[config.mk]
export PLATFORM = sky130hd
export DESIGN_NAME = ovl_inhibit_ctrl
export DESIGN_NICKNAME = d
export VERILOG_FILES = /design/src/rtl/ovl_pkg.sv /design/src/rtl/ovl_phase_reg.sv /design/src/rtl/ovl_window.sv /design/src/rtl/ovl_resp_sel.sv /design/src/rtl/ovl_inhibit_ctrl.sv
export SDC_FILE = /design/constraint.sdc
export NUM_CORES = 1
export LEC_CHECK = 0
export BUFFER_PORTS_ARGS = -buffer_cell sky130_fd_sc_hd__buf_2
export CORE_AREA = 2 2 39 41
export CTS_BUF_LIST = sky130_fd_sc_hd__clkbuf_16
export CTS_CLUSTER_SIZE = 12
export DETAILED_ROUTE_END_ITERATION = 8
export DIE_AREA = 0 0 41 43
export PLACE_DENSITY = 0.54
export SYNTH_ARGS = -nofsm -noshare
export SYNTH_HDL_FRONTEND = slang
export SYNTH_HIERARCHICAL = 1
export SYNTH_SLANG_ARGS = --single-unit
[constraint.sdc]
create_clock -name clk -period 1.8 [get_ports clk]
set_input_delay 0.18 -clock clk [delete_from_list [all_inputs] [get_ports clk]]
set_output_delay 0.18 -clock clk [all_outputs]
set_load 0.01 [all_outputs]
[src/rtl/ovl_pkg.sv]
// Shared types for the memory overlay inhibit controller.
package ovl_pkg;
    // Phase encoding; the values match the software phase codes.
    typedef enum logic [1:0] {
        PH_LOADER  = 2'b00,
        PH_MONITOR = 2'b01,
        PH_USER    = 2'b10
    } ovl_phase_e;

    // Code that software may write but that must not change the phase.
    localparam logic [1:0] CODE_IGNORED = 2'b11;

    // Overlay windows and their index in the hit vector.
    localparam int NUM_WIN = 2;
    localparam int WIN_AUX = 0;
    localparam int WIN_ROM = 1;
endpackage

[src/rtl/ovl_phase_reg.sv]
// Phase register.
// Holds the current overlay phase. A synchronous active-low reset returns it
// to the loader phase and takes priority over any write. A write loads the
// requested code at the clock edge, except the reserved code, which is dropped.
// Assumes phase_wr is a single-cycle strobe qualified by the caller.
module ovl_phase_reg
    import ovl_pkg::*;
(
    input  logic       clk,
    input  logic       rst_n,
    input  logic       phase_wr,
    input  logic [1:0] phase_code,
    output ovl_phase_e phase
);

    logic accept;

    // Accept only the three defined codes.
    always_comb begin
        accept = phase_wr && (phase_code != CODE_IGNORED);
    end

    // Phase state: reset to loader, then follow accepted writes.
    always_ff @(posedge clk) begin
        if (!rst_n) begin
            phase <= PH_LOADER;
        end else if (accept) begin
            phase <= ovl_phase_e'(phase_code);
        end
    end

endmodule

[src/rtl/ovl_window.sv]
// Address window comparator.
// Reports whether an address lies in [BASE, BASE+SIZE). The comparison is one
// bit wider than the address, so a window that reaches the top of the space
// does not wrap. A SIZE of zero gives a window that never hits.
module ovl_window #(
    parameter int          ADDR_W = 20,
    parameter int unsigned BASE   = 0,
    parameter int unsigned SIZE   = 0
) (
    input  logic [ADDR_W-1:0] addr,
    output logic              hit
);

    localparam logic [ADDR_W:0] LO = BASE[ADDR_W:0];
    localparam logic [ADDR_W:0] HI = BASE[ADDR_W:0] + SIZE[ADDR_W:0];

    logic [ADDR_W:0] addr_x;

    // Bounds check on the widened address.
    always_comb begin
        addr_x = {1'b0, addr};
        hit    = (addr_x >= LO) && (addr_x < HI);
    end

endmodule

[src/rtl/ovl_resp_sel.sv]
// Inhibit and response selector.
// Turns the phase and the window hits into the two inhibit lines and a one-hot
// response enable. While reset is held, the loader view is forced at once,
// without waiting for the phase register to clear.
// Assumes win_hit is indexed as in ovl_pkg (WIN_AUX, WIN_ROM).
module ovl_resp_sel
    import ovl_pkg::*;
(
    input  logic               rst_n,
    input  ovl_phase_e         phase,
    input  logic [NUM_WIN-1:0] win_hit,
    output logic               ram_inhibit,
    output logic               rom_inhibit,
    output logic               en_ram,
    output logic               en_rom,
    output logic               en_aux
);

    logic loader_eff;
    logic monitor_eff;

    // Effective phase: reset overrides the register.
    always_comb begin
        loader_eff  = !rst_n || (phase == PH_LOADER);
        monitor_eff = rst_n && (phase == PH_MONITOR);
    end

    // Inhibit lines derived from the effective phase.
    always_comb begin
        rom_inhibit = loader_eff;
        ram_inhibit = loader_eff || monitor_eff;
    end

    // One responder per address: the active overlay window, else the RAM.
    always_comb begin
        en_aux = 1'b0;
        en_rom = 1'b0;
        en_ram = 1'b0;
        if (loader_eff && win_hit[WIN_AUX]) begin
            en_aux = 1'b1;
        end else if (monitor_eff && win_hit[WIN_ROM]) begin
            en_rom = 1'b1;
        end else begin
            en_ram = 1'b1;
        end
    end

endmodule

[src/rtl/ovl_inhibit_ctrl.sv]
// Memory overlay inhibit controller (top).
// Owns the phase register, one comparator per overlay window, and the
// response selector. Window bases and sizes are parameters. Assumes addr is
// stable while it is being decoded. The outputs are combinational in addr and
// rst_n, and registered in the phase.
module ovl_inhibit_ctrl
    import ovl_pkg::*;
#(
    parameter int          ADDR_W   = 20,
    parameter int unsigned AUX_BASE = 32'h000F_8000,
    parameter int unsigned AUX_SIZE = 32'h0000_8000,
    parameter int unsigned ROM_BASE = 32'h000F_0000,
    parameter int unsigned ROM_SIZE = 32'h0001_0000
) (
    input  logic              clk,
    input  logic              rst_n,
    input  logic              phase_wr,
    input  logic [1:0]        phase_code,
    input  logic [ADDR_W-1:0] addr,
    output logic              ram_inhibit,
    output logic              rom_inhibit,
    output logic              en_ram,
    output logic              en_rom,
    output logic              en_aux
);

    ovl_phase_e         phase;
    logic [NUM_WIN-1:0] win_hit;

    ovl_phase_reg u_phase (
        .clk        (clk),
        .rst_n      (rst_n),
        .phase_wr   (phase_wr),
        .phase_code (phase_code),
        .phase      (phase)
    );

    // One comparator per overlay window.
    for (genvar w = 0; w < NUM_WIN; w++) begin : g_win
        localparam int unsigned W_BASE = (w == WIN_AUX) ? AUX_BASE : ROM_BASE;
        localparam int unsigned W_SIZE = (w == WIN_AUX) ? AUX_SIZE : ROM_SIZE;
        ovl_window #(
            .ADDR_W (ADDR_W),
            .BASE   (W_BASE),
            .SIZE   (W_SIZE)
        ) u_win (
            .addr (addr),
            .hit  (win_hit[w])
        );
    end

    ovl_resp_sel u_sel (
        .rst_n       (rst_n),
        .phase       (phase),
        .win_hit     (win_hit),
        .ram_inhibit (ram_inhibit),
        .rom_inhibit (rom_inhibit),
        .en_ram      (en_ram),
        .en_rom      (en_rom),
        .en_aux      (en_aux)
    );

endmodule

* Word level (Yosys, flattened, before mapping)
Cells that the tools add are included.
Operators by class: $lt $le $gt $ge 2, equal/unequal tests 2, mux-type cells 5, reductions and logical operators 8
Operators by type and width (number):
- 20-bit greater-or-equal comparator (second input constant) | 2
- 1-bit two-way mux | 5
- 1-bit logical AND | 4
- 2-bit by 1-bit == test with 1-bit output (second input constant) | 1
- 2-bit zero test | 1
- 1-bit logical OR | 2
- 2-bit != test (second input constant) | 1
- 1-bit zero test | 1
Word-level totals: flip-flop bits (word level) 2, input bits 25, output and inout bits 5, logic and storage cells 18

* Longest topological paths before layout
Gate-level depths: netlist of the first run.
depth in word-level cells 5, gate-level depth with buffers 4, mapped depth without buffers 4

* Cells and area by module
The synthesis of the first run kept the hierarchy.
Modules (own cells, without submodules):
- ovl_phase_reg | times used 1, cells an instance 7, area each 78.8 µm², seq. area each 40.0 µm²
- ovl_resp_sel | times used 1, cells an instance 7, area each 47.5 µm², seq. area each 0.0 µm²
- ovl_window at g_win[0].u_win | times used 1, cells an instance 3, area each 12.5 µm², seq. area each 0.0 µm²
- ovl_window at g_win[1].u_win | times used 1, cells an instance 1, area each 8.8 µm², seq. area each 0.0 µm²

* Least setup slack after synthesis of the first run
Ideal clock, no wire load.
kind register to output, start point reg u_phase.phase[1], end point out en_aux, arrival time 0.875 ns, data required time 1.620 ns, slack 0.745 ns, stages on the path, launching flop included 3, path buffers 0, path through dfxtp_1 -> o21ai_0 -> and2_1
On the way: longest elaborated chain between the ends 4
RTL lines:
- start: declaration | line ovl_phase_reg.sv:13 | output ovl_phase_e phase
- start signal: assignment | line ovl_phase_reg.sv:28 | phase <= ovl_phase_e'(phase_code);
- 2-bit zero test | line ovl_resp_sel.sv:24 | loader_eff = !rst_n || (phase == PH_LOADER);
- 1-bit logical OR | line ovl_resp_sel.sv:24
- named net rom_inhibit | line ovl_inhibit_ctrl.sv:21 | output logic rom_inhibit,
- 1-bit logical AND | line ovl_resp_sel.sv:39 | if (loader_eff && win_hit[WIN_AUX]) begin
- 1-bit two-way mux | line ovl_resp_sel.sv:39
- end: declaration | line ovl_inhibit_ctrl.sv:24 | output logic en_aux
The timed path passes the listed nets, and every way through them passes these cells.

* Worst setup path in the final report of the first run
start point reg u_phase.phase[1], end point out en_ram
On the way: longest elaborated chain between the ends 5, elaborated cells on any way between the ends 8, classes of those cells eq/ne (1); mux (2); reduce/logical (5)
RTL lines:
- 2-bit by 1-bit == test with 1-bit output | line ovl_resp_sel.sv:25 | monitor_eff = rst_n && (phase == PH_MONITOR);
- 1-bit logical AND | line ovl_resp_sel.sv:25
- 1-bit logical AND | line ovl_resp_sel.sv:41 | end else if (monitor_eff && win_hit[WIN_ROM]) begin
- 1-bit two-way mux | line ovl_resp_sel.sv:41
- 1-bit two-way mux (*) | line ovl_resp_sel.sv:39
- end: declaration | line ovl_inhibit_ctrl.sv:22 | output logic en_ram,
Every way passes the cells marked *; elsewhere a longest branch is shown, timed or not.

==> impl_metrics.py, run 1 <==
metrics = {
    "run_status": {
        "outcome": "finished clean",
    },
    "final_layout": {
        "finalNonFillerCells": 51,
        "top_register": "u_phase/phase",
        "flow.area_growth_from_synthesis_pct": 112,
        "n_antenna_cell": 0,
        "drive_gt1_share_pct": 51.4,
        "fillCellCount": 160,
        "reg.largest.list": "u_phase/phase (2)",
        "largest_register_ffs": 2,
        "finalInstanceArea_um2": 313,
        "layout.nets": 62,
    },
    "detailed_routing": {
        "wl_um": 467,
        "drc": 0,
        "vias": 203,
        "firstDrtPassIters": 4,
        "drtIter0Drc": 1,
        "drt-wirelength-per-cell_um": 9.16,
        "drt.antenna.violating_nets": 0,
        "avgViaCountPerCell": 3.98,
    },
    "logic_synthesis": {
        "synth_top_family_by_area": "simple AND/OR/NAND/NOR gates",
        "synthSimpleGateAreaFrac_pct": 43.2,
        "ys_warn_count": 6,
        "syn_inst": 18,
        "synth-adder-area-share_pct": 0,
        "synth-seq-cells": 2,
        "synth_area_um2": 148,
        "post-synth-top-area-cell": "dfxtp_1",
        "synth_compound_area_share_pct": 27.1,
        "synthXorXnorAreaFrac_pct": 0,
        "synth_top_area_share_pct": 27.1,
        "synth_mux_area_share_pct": 0,
        "ys_types": 12,
        "yosys-top-cells-area": "dfxtp_1, o221a_1, nor2b_1",
        "syn_area_per_cell_um2": 8.20,
        "ys_seq_area_share_pct": 27.1,
        "syn_nets": 43,
    },
    "sta": {
        "slew_headroom_pct": 87.1,
        "worstMarginPinSlew_ns": 0.193,
        "max_freq_mhz": 739,
        "hold_viol": 0,
        "slew_violations": 0,
        "rsz0062_at_grt": "false",
        "setup_viol_count_final": 0,
        "fin_crit_sh_pct": 75.1,
        "finClkSkew_ns": 0,
        "fin_crit_ns": 1.35,
        "tns_ns": 0,
        "setup_slack_ns": 0.447,
        "whs_ns": 0.249,
    },
    "clock_network": {
        "clkTransAtPathRegs_ns": 0.03,
        "clk_latency_ns": 0.22,
        "cts_tree": "yes",
        "cts.repair.resized": 0,
        "cts_buffers": 3,
        "htreeDepth": 1,
        "postCtsSetupBuffers": 0,
        "cts_hold_buffers": 0,
        "numClockSinks": 2,
        "cts_max_path_buffers": 2,
        "clockRootBuffer": "clkbuf_16",
    },
    "placement": {
        "gp_congestion": 0.577,
        "dp.cells": 48,
        "placed_area_um2": 238,
        "place_ws_ns": 0.600,
        "port_buffers": 14,
    },
    "setup_path": {
        "start_kind": "flop",
        "worst-path-max-fanout": 5,
        "rrSetupSlack_ns": 1.14,
        "crit_start": "u_phase/phase[1]$_SDFFE_PN0P_",
        "crit_end": "en_ram",
        "timing.rr.start": "u_phase/phase[1]$_SDFFE_PN0P_",
        "regToRegEndpoint": "u_phase/phase[1]$_SDFFE_PN0P_",
        "cp_data_arrival_time_ns": 1.17,
        "cp_data_required_time_ns": 1.62,
        "rr_worst_depth": 1,
        "criticalPathCategory": "flop to output port",
        "end_kind": "output port",
    },
    "floorplanning": {
        "initial_core_util_pct": 10.7,
        "io_pins": 30,
        "die_area_um2": 1760,
        "rows": 14,
        "die_h_um": 43,
        "die_width_um": 41,
        "core-area_um2": 1380,
    },
    "global_route": {
        "antenna_found_initial": 0,
        "grt-ovfl-total": 0,
        "grt_max_degree": 7,
        "grt_util_all_layers_pct": 5.90,
        "grt_pass1_wl_um": 586,
        "grt_pass1_vias": 157,
    },
    "hold_path": {
        "hold_class": "input pin to flop",
    },
    "power": {
        "cellLeakagePower_nw": 0.148,
        "ir_worst_vdd_v": 0.000186,
        "p_per_area_nw_per_um2": 1320,
    },
    "job": {
        "maxCapViolations": 0,
    },
}
placed cells by master, fill, tap and decap left out, types with 2 or more instances in the layout:
| cell type | instances |
|---|---|
| clkbuf_16 | 3 |
| nor2b_1 | 3 |
| dfxtp_1 | 2 |
| o221a_1 | 2 |
| nand2_1 | 2 |
| nor2_1 | 2 |
| buf_2 | 14 |
synthesized netlist by cell type, drive strengths merged:
cell type and n:
nor2 2, and4b 1, o221a 2, o21ai 1, and2 1, inv 1
nand2 2, dfxtp 2, nand3 1, and4 1, a211oi 1, nor2b 3
cell families (layout without fill, tap and decap cells):
| family | after synthesis | count (layout) |
|---|---|---|
| simple gates | 11 | 11 |
| compound gates | 4 | 4 |
| flops | 2 | 2 |
| buf+inv | 1 | 18 |
power breakdown:
group,total (W),internal [W],switching [W]
Sequential,0.0000501,0.0000473,0.00000286
Combinational,0.0000278,0.0000150,0.0000128
Clock,0.000336,0.000283,0.0000527
Total,0.000413,0.000345,0.0000684
metal layers:
metal | up-vias | track usage, % | routed length [um]
met4 | 0 | 10.0 | 23
met2 | 9 | 8.13 | 224
met1 | 90 | 3.81 | 173
met5 | - | 0 | 0
li1 | 101 | - | -
met3 | 3 | 3.14 | 45
worst min-delay path by stage:
stage                   from                       endpoint  slack, ns  depth (start not counted)
2_1_floorplan          rst_n  u_phase/phase[0]$_SDFFE_PN0P_       0.32                          1
3_3_place_gp   phase_code[0]  u_phase/phase[0]$_SDFFE_PN0P_       0.48                          2
3_5_place_dp   phase_code[1]  u_phase/phase[1]$_SDFFE_PN0P_       0.48                          2
4_1_cts        phase_code[1]  u_phase/phase[1]$_SDFFE_PN0P_       0.25                          2
5_1_grt                rst_n  u_phase/phase[0]$_SDFFE_PN0P_       0.26                          2
6_report       phase_code[1]  u_phase/phase[1]$_SDFFE_PN0P_       0.25                          2
cell type report:
class | count | area (um^2) | area share, %
clock buffer | 3 | 75.1 | 24.0
inverter | 1 | 3.75 | 1.20
multi-input combinational | 15 | 104 | 33.2
sequential | 2 | 40.0 | 12.8
tap | 16 | 20.0 | 6.40
timing repair buffer | 14 | 70.1 | 22.4
critical path, cell delays in order, from the launching register on:
cell	delay [ns]
dfxtp_1	0.38
and4b_1	0.23
a211oi_2	0.18
buf_2	0.15
through the flow:
step | util, % | power [W]
floorplan | - | 0.0000613
global placement | 17.2 | 0.0000782
detailed placement | 17.2 | 0.0000788
CTS | 22.6 | 0.000420
global route | 22.6 | 0.000430
finish | 22.6 | 0.000413
No activity file was read; power rests on OpenSTA's default activity.
==> inputs of run 2 (changes only) <==
- ABC_AREA: default -> 1
- PLACE_DENSITY: 0.54 -> 0.55
- clock period: 1.8 -> 1.3 ns (I/O delays scaled with it)
==> impl_metrics.py, run 2 <==
metrics = {
    "run_status": {
        "outcome": "finished clean",
    },
    "setup_path": {
        "cp_data_required_time_ns": 1.17,
        "rr_worst_depth": 2,
        "criticalPathCategory": "flop to output port",
        "timing.rr.start": "u_phase/phase[0]$_SDFFE_PN0P_",
        "start_kind": "flop",
        "worst-path-max-fanout": 3,
        "end_kind": "output port",
        "rrSetupSlack_ns": 0.71,
        "regToRegEndpoint": "u_phase/phase[0]$_SDFFE_PN0P_",
        "cp_data_arrival_time_ns": 1.01,
    },
    "placement": {
        "port_buffers": 14,
        "placed_area_um2": 250,
        "gp_congestion": 0.531,
        "dpl.hpwl_um": 327,
    },
    "final_layout": {
        "layout_commonest_cell": "buf_2",
        "drive_gt1_share_pct": 44.7,
        "top_register": "u_phase/phase",
        "reg.largest.list": "u_phase/phase (2)",
        "fin_util_pct": 23.5,
        "mostFrequentLayoutCells": "buf_2, nand2_1, inv_1",
        "finalInstanceArea_um2": 325,
        "n_antenna_cell": 0,
        "layout.nets": 74,
        "flow.area_growth_from_synthesis_pct": 103,
        "fillCellCount": 157,
        "largest_register_ffs": 2,
    },
    "detailed_routing": {
        "drc": 0,
        "drtIter0Drc": 5,
        "avgViaCountPerCell": 3.59,
        "drt.antenna.violating_nets": 0,
        "drt-wirelength-per-cell_um": 6.16,
        "vias": 226,
        "wl_um": 388,
        "firstDrtPassIters": 4,
    },
    "global_route": {
        "grt-ovfl-total": 0,
        "grt_util_all_layers_pct": 5.01,
        "antenna_found_initial": 0,
        "grt_pass1_vias": 184,
        "grt_max_degree": 5,
        "grt_pass1_wl_um": 614,
    },
    "clock_network": {
        "cts_buffers": 3,
        "postCtsSetupBuffers": 0,
        "cts.repair.resized": 0,
        "htreeDepth": 1,
        "numClockSinks": 2,
        "clkTransAtPathRegs_ns": 0.03,
        "cts_hold_buffers": 0,
        "cts_tree": "yes",
        "cts_max_path_buffers": 2,
        "clockRootBuffer": "clkbuf_16",
        "clk_latency_ns": 0.22,
    },
    "sta": {
        "slew_violations": 0,
        "slew_headroom_pct": 90.5,
        "finClkSkew_ns": 0,
        "setup_viol_count_final": 0,
        "worstMarginPinSlew_ns": 0.143,
        "rsz0062_at_grt": "false",
        "max_freq_mhz": 880,
        "fin_crit_ns": 1.14,
        "tns_ns": 0,
        "hold_viol": 0,
        "fin_crit_sh_pct": 87.4,
    },
    "logic_synthesis": {
        "ys_warn_count": 6,
        "synth_common_cells": "nand2_1, inv_1, nor2_1",
        "synthArstFlopShare_pct": 0,
        "syn_inst": 30,
        "synthSimpleGateAreaFrac_pct": 52.3,
        "synth_mux_area_share_pct": 0,
        "ys_seq_area_share_pct": 25.0,
        "synth-seq-cells": 2,
        "yosys-top-cells-area": "dfxtp_1, nand2_1, inv_1",
        "synthXorXnorAreaFrac_pct": 0,
        "synthMostInstantiatedCell": "nand2_1",
        "synth_top_area_share_pct": 25.0,
        "ys_types": 7,
        "synth_compound_area_share_pct": 6.25,
        "synthFlopType": "dfxtp_1",
        "syn_area_per_cell_um2": 5.34,
        "synth_top_family_by_area": "simple AND/OR/NAND/NOR gates",
        "synth_area_um2": 160,
        "syn_nets": 55,
        "synth-adder-area-share_pct": 0,
        "synth_edf_count": 0,
        "post-synth-top-area-cell": "dfxtp_1",
    },
    "hold_path": {
        "whs_path_depth": 3,
        "worstHoldStart": "rst_n",
        "min_to": "u_phase/phase[0]$_SDFFE_PN0P_",
        "hold_class": "input pin to flop",
    },
    "floorplanning": {
        "die_h_um": 43,
        "initial_core_util_pct": 11.6,
        "io_pins": 30,
        "core-area_um2": 1380,
        "die_area_um2": 1760,
        "die_width_um": 41,
        "rows": 14,
    },
    "power": {
        "cellLeakagePower_nw": 0.164,
        "p_total_w": 0.000572,
        "p_per_area_nw_per_um2": 1760,
        "ir_worst_vdd_v": 0.00154,
    },
    "job": {
        "maxCapViolations": 0,
    },
}
==> run 2: cell count changes in the layout (fill, tap and decap cells not counted), sizes merged, moves of 2 or more <==
| cell | change |
|---|---|
| nor2 | +7 |
| a21oi | +2 |
| nand2 | +6 |
| nor2b | -3 |
| inv | +6 |
| o221a | -2 |
==> run 2: logic make-up after synthesis <==
| logic type | Yosys count |
|---|---|
| AOI/OAI and AO/OA | 2 |
| DFF | 2 |
| and+or+nand+nor | 19 |
| buffers and inverters | 7 |
==> run 2: power breakdown <==
part           internal (W)  switching (W)
Combinational     0.0000219      0.0000245
Clock              0.000391      0.0000664
Sequential        0.0000654     0.00000259
Total              0.000478      0.0000935
==> run 2: layer usage <==
metal | vias up | share of wire [%] | GRT usage, %
li1 | 121 | - | -
met1 | 91 | 50 | 5.75
met2 | 14 | 37 | 8.13
met3 | 0 | 13 | 3.14
met4 | 0 | 0 | 0
met5 | - | 0 | 0
==> run 2: worst max path at each step <==
stage,from,end
after floorplan,u_phase/phase[1]$_SDFFE_PN0P_,en_ram
after global placement,u_phase/phase[1]$_SDFFE_PN0P_,en_ram
after detailed placement,u_phase/phase[1]$_SDFFE_PN0P_,en_ram
after CTS,u_phase/phase[1]$_SDFFE_PN0P_,en_ram
after global routing,u_phase/phase[1]$_SDFFE_PN0P_,en_ram
final,u_phase/phase[1]$_SDFFE_PN0P_,en_ram
==> run 2: through the flow <==
step           hold slack, ns  setup slack (ns)  std cells
5_1_grt                 0.193            0.0727         63
3_5_place_dp            0.401             0.387         60
6_report                0.178             0.164         63
4_1_cts                 0.177             0.154         63
2_1_floorplan           0.256             0.471         30
3_3_place_gp            0.398             0.394         60
==> run 2: final cells by class <==
type | instances | area, um^2 | share of cell area, %
Clock buffer | 3 | 75.1 | 23.1
Inverter | 7 | 26.3 | 8.08
Multi-Input combinational cell | 21 | 93.8 | 28.8
Tap cell | 16 | 20.0 | 6.15
Timing Repair Buffer | 14 | 70.1 | 21.5
Sequential cell | 2 | 40.0 | 12.3
==> run 2: critical path: stages, from the launching register on <==
cell	delay, ns
dfxtp_1	0.34
nor2_1	0.07
nor2_2	0.13
nor2_2	0.06
nor2_2	0.07
buf_2	0.13
